===== config.mk =====
export PLATFORM = sky130hd
export DESIGN_NAME = evt_timer8
export DESIGN_NICKNAME = d
export VERILOG_FILES = /design/src/rtl/tmr8_pkg.sv /design/src/rtl/evt_timer8_sync.sv /design/src/rtl/evt_timer8_presc.sv /design/src/rtl/evt_timer8_pwctl.sv /design/src/rtl/evt_timer8.sv
export SDC_FILE = /design/constraint.sdc
export NUM_CORES = 1
export LEC_CHECK = 0
export ABC_AREA = 1
export BUFFER_PORTS_ARGS = -buffer_cell sky130_fd_sc_hd__buf_2
export CAP_MARGIN = 20
export CORE_MARGIN = 2
export CORE_UTILIZATION = 58
export DETAILED_ROUTE_END_ITERATION = 10
export PLACE_DENSITY = 0.81
export SLEW_MARGIN = 20
export SYNTH_ARGS = -nofsm -noshare
export SYNTH_HDL_FRONTEND = slang
export SYNTH_SLANG_ARGS = --single-unit

===== constraint.sdc =====
create_clock -name clk -period 2.8 [get_ports clk]
set_clock_uncertainty 0.05 [all_clocks]
set_input_delay 0.84 -clock clk [delete_from_list [all_inputs] [get_ports clk]]
set_output_delay 0.84 -clock clk [all_outputs]
set_load 0.01 [all_outputs]

===== src/rtl/tmr8_pkg.sv =====
package tmr8_pkg;
   localparam int PSC_W = 3;

   typedef enum logic [1:0] {
      MODE_OFF = 2'b00,
      MODE_EVT = 2'b01,
      MODE_TMR = 2'b10,
      MODE_PW  = 2'b11
   } tmr_mode_e;

   typedef struct packed {
      tmr_mode_e        mode;
      logic             rsvd;
      logic             run;
      logic             edge_fall;
      logic [PSC_W-1:0] psc;
   } tmr_ctrl_t;
endpackage


===== src/rtl/evt_timer8_sync.sv =====
module evt_timer8_sync #(
   parameter int STAGES = 2
) (
   input  logic clk,
   input  logic rst_n,
   input  logic pin_i,
   output logic rise_o,
   output logic fall_o
);
   if (STAGES < 2) begin : g_bad_stages
      $error("evt_timer8_sync: STAGES must be at least 2");
   end

   logic [STAGES-1:0] chain_q;
   logic              prev_q;

   for (genvar i = 0; i < STAGES; i++) begin : g_stage
      if (i == 0) begin : g_first
         always_ff @(posedge clk or negedge rst_n) begin
            if (!rst_n) chain_q[0] <= 1'b0;
            else        chain_q[0] <= pin_i;
         end
      end else begin : g_next
         always_ff @(posedge clk or negedge rst_n) begin
            if (!rst_n) chain_q[i] <= 1'b0;
            else        chain_q[i] <= chain_q[i-1];
         end
      end
   end

   always_ff @(posedge clk or negedge rst_n) begin
      if (!rst_n) prev_q <= 1'b0;
      else        prev_q <= chain_q[STAGES-1];
   end

   assign rise_o = chain_q[STAGES-1] & ~prev_q;
   assign fall_o = ~chain_q[STAGES-1] & prev_q;

   AST_EDGE_FOLLOWS_SYNC: assert property (@(posedge clk) disable iff (!rst_n)
      rise_o |=> !rise_o);
endmodule


===== src/rtl/evt_timer8_presc.sv =====
module evt_timer8_presc #(
   parameter int SEL_W = 3
) (
   input  logic             clk,
   input  logic             rst_n,
   input  logic [SEL_W-1:0] sel_i,
   output logic             tick_o
);
   localparam int DIV_W = 1 << SEL_W;

   if (SEL_W < 1 || SEL_W > 4) begin : g_bad_sel
      $error("evt_timer8_presc: SEL_W out of range");
   end

   logic [DIV_W-1:0] pcnt_q;
   logic [DIV_W-1:0] mask;

   always_ff @(posedge clk or negedge rst_n) begin
      if (!rst_n) pcnt_q <= '0;
      else        pcnt_q <= pcnt_q + 1'b1;
   end

   assign mask   = ~({DIV_W{1'b1}} << ({1'b0, sel_i} + 1'b1));
   assign tick_o = ((pcnt_q & mask) == mask);

   AST_TICK_NOT_BACK_TO_BACK: assert property (@(posedge clk) disable iff (!rst_n)
      (tick_o && $stable(sel_i)) |=> !tick_o);
endmodule


===== src/rtl/evt_timer8_pwctl.sv =====
module evt_timer8_pwctl (
   input  logic clk,
   input  logic rst_n,
   input  logic arm_i,
   input  logic act_i,
   input  logic inact_i,
   output logic meas_o,
   output logic done_o
);
   logic meas_q;

   always_ff @(posedge clk or negedge rst_n) begin
      if (!rst_n)                 meas_q <= 1'b0;
      else if (!arm_i)            meas_q <= 1'b0;
      else if (!meas_q && act_i)  meas_q <= 1'b1;
      else if (meas_q && inact_i) meas_q <= 1'b0;
   end

   assign meas_o = meas_q;
   assign done_o = arm_i & meas_q & inact_i;

   AST_PW_STOPS: assert property (@(posedge clk) disable iff (!rst_n)
      done_o |=> !meas_o);
   AST_PW_STARTS: assert property (@(posedge clk) disable iff (!rst_n)
      (arm_i && !meas_o && act_i) |=> meas_o);
endmodule


===== src/rtl/evt_timer8.sv =====
module evt_timer8
   import tmr8_pkg::*;
#(
   parameter int CNT_W       = 8,
   parameter int SYNC_STAGES = 2
) (
   input  logic             clk,
   input  logic             rst_n,
   input  logic             data_wr_i,
   input  logic             ctrl_wr_i,
   input  logic [CNT_W-1:0] wdata_i,
   input  logic             data_rd_i,
   input  logic             ext_pin_i,
   input  logic             irq_en_i,
   input  logic             flag_clr_i,
   output logic [7:0]       ctrl_o,
   output logic [CNT_W-1:0] cnt_rd_o,
   output logic             irq_flag_o,
   output logic             irq_o,
   output logic             pfd_o
);
   localparam logic [CNT_W-1:0] CNT_TOP = {CNT_W{1'b1}};

   if (CNT_W < 8 || CNT_W > 32) begin : g_bad_width
      $error("evt_timer8: CNT_W must be within 8..32");
   end

   tmr_ctrl_t        ctrl_q;
   logic [CNT_W-1:0] cnt_q, pre_q, rd_q;
   logic             flag_q, pfd_q;
   logic             rise, fall, act, inact, tick;
   logic             pw_arm, pw_meas, pw_done;
   logic             run, cen, ovf, idle_wr;

   evt_timer8_sync #(.STAGES(SYNC_STAGES)) u_sync (
      .clk(clk), .rst_n(rst_n), .pin_i(ext_pin_i),
      .rise_o(rise), .fall_o(fall)
   );

   evt_timer8_presc #(.SEL_W(PSC_W)) u_presc (
      .clk(clk), .rst_n(rst_n), .sel_i(ctrl_q.psc), .tick_o(tick)
   );

   assign run    = ctrl_q.run;
   assign act    = ctrl_q.edge_fall ? fall : rise;
   assign inact  = ctrl_q.edge_fall ? rise : fall;
   assign pw_arm = run && (ctrl_q.mode == MODE_PW);

   evt_timer8_pwctl u_pw (
      .clk(clk), .rst_n(rst_n), .arm_i(pw_arm), .act_i(act),
      .inact_i(inact), .meas_o(pw_meas), .done_o(pw_done)
   );

   always_comb begin
      cen = 1'b0;
      if (!data_rd_i) begin
         unique case (ctrl_q.mode)
            MODE_EVT: cen = run && act;
            MODE_TMR: cen = run && tick;
            MODE_PW:  cen = pw_arm && pw_meas && tick;
            default:  cen = 1'b0;
         endcase
      end
   end

   assign ovf     = cen && (cnt_q == CNT_TOP);
   assign idle_wr = data_wr_i && !run;

   always_ff @(posedge clk or negedge rst_n) begin
      if (!rst_n)       cnt_q <= '0;
      else if (idle_wr) cnt_q <= wdata_i;
      else if (ovf)     cnt_q <= pre_q;
      else if (cen)     cnt_q <= cnt_q + 1'b1;
   end

   always_ff @(posedge clk or negedge rst_n) begin
      if (!rst_n)         pre_q <= '0;
      else if (data_wr_i) pre_q <= wdata_i;
   end

   always_ff @(posedge clk or negedge rst_n) begin
      if (!rst_n) begin
         ctrl_q <= '0;
      end else if (ctrl_wr_i) begin
         ctrl_q      <= tmr_ctrl_t'(wdata_i[7:0]);
         ctrl_q.rsvd <= 1'b0;
      end else if (pw_done) begin
         ctrl_q.run <= 1'b0;
      end
   end

   always_ff @(posedge clk or negedge rst_n) begin
      if (!rst_n) begin
         flag_q <= 1'b0;
         pfd_q  <= 1'b0;
         rd_q   <= '0;
      end else begin
         if (ovf)             flag_q <= 1'b1;
         else if (flag_clr_i) flag_q <= 1'b0;
         if (ovf)             pfd_q  <= ~pfd_q;
         if (data_rd_i)       rd_q   <= cnt_q;
      end
   end

   assign ctrl_o     = ctrl_q;
   assign cnt_rd_o   = rd_q;
   assign irq_flag_o = flag_q;
   assign irq_o      = flag_q & irq_en_i;
   assign pfd_o      = pfd_q;

   AST_MODE_OFF_HOLDS: assert property (@(posedge clk) disable iff (!rst_n)
      (ctrl_q.mode == MODE_OFF && !data_wr_i) |=> $stable(cnt_q));
   AST_WRAP_SETS_FLAG: assert property (@(posedge clk) disable iff (!rst_n)
      ovf |=> irq_flag_o);
   AST_WRAP_RELOADS: assert property (@(posedge clk) disable iff (!rst_n)
      (ovf && !idle_wr) |=> (cnt_q == $past(pre_q)));
   AST_IDLE_WRITE_LOADS: assert property (@(posedge clk) disable iff (!rst_n)
      idle_wr |=> (cnt_q == $past(wdata_i) && pre_q == $past(wdata_i)));
   AST_BUSY_WRITE_PRELOAD_ONLY: assert property (@(posedge clk) disable iff (!rst_n)
      (data_wr_i && run && !cen) |=> $stable(cnt_q));
   AST_PW_RUN_CLEARS: assert property (@(posedge clk) disable iff (!rst_n)
      (pw_done && !ctrl_wr_i) |=> !ctrl_o[4]);
   AST_PFD_TOGGLES: assert property (@(posedge clk) disable iff (!rst_n)
      ovf |=> (pfd_o != $past(pfd_o)));
   AST_READ_BLOCKS: assert property (@(posedge clk) disable iff (!rst_n)
      (data_rd_i && !idle_wr) |=> (cnt_q == $past(cnt_q) && cnt_rd_o == $past(cnt_q)));
endmodule


==> flow_metrics.py <==
metrics = {
    "synthesis": {
        "synth_warnings": 0,
        "synth_compound_area_frac": 0.0763,
        "yosys_register_bits": 45,
        "synth_top_family_by_area": "simple AND/OR/NAND/NOR gates",
        "synth_edf_count": 0,
        "yosysUniqueCellTypes": 33,
        "synthCells": 257,
        "synth_top_area_frac": 0.501,
        "ys_async_sr_fraction": 1.00,
        "synth_fa_ha_area_frac": 0.0278,
        "syn_area_um2": 2250,
        "yosys.area.top_type": "dfrtp_1",
        "synthXorXnorAreaFrac": 0.0429,
        "synth_area_leaders": "dfrtp_1 (50%), nand2_1 (13%), inv_1 (5.0%), xor2_1 (3.5%), nand3_1 (3.1%)",
        "ys.flop_type": "dfrtp_1",
        "synth-seq-area-share": 0.501,
        "yosys.area_share.simple": 0.253,
        "syn_avg_cell_area_um2": 8.74,
        "synth_mux_area_frac": 0.0251,
        "synth_nets": 278,
    },
    "power": {
        "power.share.combinational": 0.193,
        "power_w": 0.00145,
        "pwr-share-seq": 0.544,
        "p_sw_frac": 0.306,
        "p_clk_frac": 0.263,
        "leakage_nw": 1.39,
        "power_switching_w": 0.000445,
        "intPower_w": 0.00101,
        "power_density_nw_per_um2": 574,
        "peakVddDrop_mv": 0.427,
    },
    "sta": {
        "finalCritPeriodShare": 0.723,
        "final_max_slew_viol_count": 0,
        "slew_headroom": 0.644,
        "rsz0062_at_grt": "false",
        "clock.fmax_ghz": 0.494,
        "finalCriticalPeriod_ns": 2.02,
        "finalSetupViolations": 0,
        "tns_ns": 0,
        "hold_viol": 0,
        "worst_pin_slew_ns": 0.534,
        "whs_ns": 0.321,
    },
    "worst_setup_path": {
        "slowest_delay_ns": 0.12,
        "worstPathCellList": "buf_2, nand2_1, inv_1, buf_2",
        "reg2reg_to": "cnt_q[3]",
        "cp-startpoint": "irq_en_i",
        "crit_cells": 4,
        "cpLargestDelayFamily": "buffers and inverters",
        "path_buf_inv": 3,
        "cp-start-kind": "primary input",
        "worstSetupEndpoint": "irq_o",
        "crit_top_cell": "buf_2",
        "reg2reg_slack_ns": 0.97,
        "crit_fanout": 1,
        "cp.required_ns": 1.91,
        "slowest_stage": "buf_2",
        "critPathKind": "primary input to output pin",
        "crit_path_end_kind": "output pin",
        "r2r-start": "ctrl_o[0]",
        "reg2reg_depth": 12,
        "crit_arrival_ns": 1.13,
    },
    "min_path": {
        "whs_path_depth": 0,
        "hold_path_class": "register to register",
    },
    "global_routing": {
        "grt_pass1_vias": 1647,
        "antenna_found_initial": 0,
        "globalRoute.totalOverflow": 0,
        "grtUsageTotal": 0.226,
        "grt_pass1_wl_um": 7360,
        "grt_max_degree": 46,
    },
    "floorplan": {
        "die_h_um": 66.2,
        "start_util": 0.609,
        "die_area_um2": 4390,
        "core_area_um2": 3690,
        "pin_count": 35,
        "rows": 22,
        "die_x_um": 66.2,
    },
    "run_status": {
        "outcome": "complete, no violations",
    },
    "routing": {
        "wire_per_inst_um": 12.2,
        "drt_wl_total_um": 4170,
        "initialDrtViolationCount": 94,
        "routed_via_density": 5.01,
        "drc": 0,
        "dr_total_vias": 1715,
        "dr.pass1.iters": 4,
        "ant_nets": 0,
    },
    "clock_tree": {
        "clkSinkCount": 45,
        "cts_setup_buffers": 0,
        "holdBufCountCts": 0,
        "htreeDepth": 2,
        "path_clk_slew_ns": 0.08,
        "post_cts_resized": 0,
        "numCtsBuffers": 5,
        "root_buffer": "clkbuf_8",
        "clock_latency_ns": 0.30,
        "cts_tree": "yes",
        "clockBufferDepth": 2,
    },
    "finish": {
        "fin_area_um2": 2530,
        "antenna_cells": 0,
        "fin_cells": 342,
        "final_layout_size_suffix_gt1_frac": 0.207,
        "fin_nets": 314,
        "syn2layout_area_growth_pct": 12.8,
    },
    "placement": {
        "dpl.hpwl_um": 3120,
        "dp_cells": 334,
        "routabilityCongestion": 0.847,
        "place_area_um2": 2450,
        "port_buffers": 33,
    },
    "run": {
        "maxCapViolCount": 0,
    },
}
## cell usage after synthesis (5+ instances only)
master,count
dfrtp_1,45
ha_1,5
inv_1,30
mux2_2,5
nand2_1,79
nand3_1,14
nor2_1,13
o21ai_0,13
xor2_1,9
## how the worst min path moves through the flow
| stage | start | end |
|---|---|---|
| finish | u_sync.chain_q[0] | u_sync.chain_q[1] |
| detailed placement | u_sync.chain_q[0] | u_sync.chain_q[1] |
| global placement | u_sync.chain_q[0] | u_sync.chain_q[1] |
| global route | u_sync.chain_q[0] | u_sync.chain_q[1] |
| floorplan | u_sync.chain_q[0] | u_sync.chain_q[1] |
| CTS | u_sync.chain_q[0] | u_sync.chain_q[1] |
## layer usage
metal  vias to the layer above  GRT usage  routed length (µm)
li1                        886          -                   -
met1                       775      0.299                1920
met2                        48      0.351                1920
met3                         6     0.0579                 255
met4                         0     0.0944                  68
met5                         -          0                   0
## cell type report
class	instances	area, µm²
fill	339	1150
sequential	45	1130
multi-input combinational	173	958
timing repair buffer	34	173
inverter	34	133
clock buffer	7	76.3
tap	48	60.1
clock inverter	1	7.51
## cell families after synthesis
| group | after synthesis |
|---|---|
| flops | 45 |
| buf+inv | 39 |
| xor+xnor | 11 |
| fa+ha+maj | 5 |
| mux | 5 |
| compound gates | 27 |
| other cells | 1 |
| simple gates | 124 |
## metrics by stage
stage / setup WS (ns) / utilization
after floorplan: 0.938 / -
after global placement: 0.746 / 0.664
after detailed placement: 0.700 / 0.664
after CTS: 0.773 / 0.687
after global routing: 0.733 / 0.687
final: 0.775 / 0.687
## power groups by stage
stage | Combinational (W) | Clock, W | Sequential [W]
6_report | 0.000280 | 0.000383 | 0.000791
5_1_grt | 0.000322 | 0.000426 | 0.000802
4_1_cts | 0.000282 | 0.000397 | 0.000791
3_5_place_dp | 0.000279 | 0 | 0.000803
3_3_place_gp | 0.000273 | 0 | 0.000800
2_1_floorplan | 0.000174 | 0 | 0.000805
## state kept, by name, summed over array words and instances, names as in the netlist
register / cells
pfd_o: 1
irq_flag_o: 1
u_sync.prev_q: 1
cnt_q: 8
ctrl_o: 6
u_presc.pcnt_q: 8
run: 1
cnt_rd_o: 8
pre_q: 8
u_pw.meas_o: 1
u_sync.chain_q: 2
## worst register-to-register path, cell delays in order, from the launching register on
cell and delay [ns]:
dfrtp_1 0.41, inv_1 0.08, ha_1 0.31, nor2_1 0.05, nor2_1 0.08, nand3_1 0.07, nor2_1 0.10, nand2_1 0.06
nand2_2 0.13, nand2_4 0.11, o21ai_0 0.18, inv_1 0.09, nand2_1 0.07
## placed cells by master, fill, tap and decap left out, types with 2 or more instances in the layout
| cell type | instances |
|---|---|
| a21oi_1 | 3 |
| buf_2 | 33 |
| clkbuf_1 | 2 |
| clkbuf_8 | 5 |
| clkinv_1 | 2 |
| dfrtp_1 | 45 |
| ha_1 | 5 |
| inv_1 | 30 |
| inv_4 | 2 |
| mux2_2 | 5 |
| nand2_1 | 79 |
| nand2_2 | 2 |
| nand2_4 | 2 |
| nand3_1 | 14 |
| nand4_1 | 3 |
| nor2_1 | 13 |
| nor2_2 | 2 |
| nor2_4 | 2 |
| nor3_1 | 3 |
| o2111ai_1 | 3 |
| o21ai_0 | 13 |
| o21ai_1 | 2 |
| o21ai_2 | 2 |
| xnor2_1 | 2 |
| xor2_1 | 9 |
Note: power is estimated with default switching activity, not from simulation.
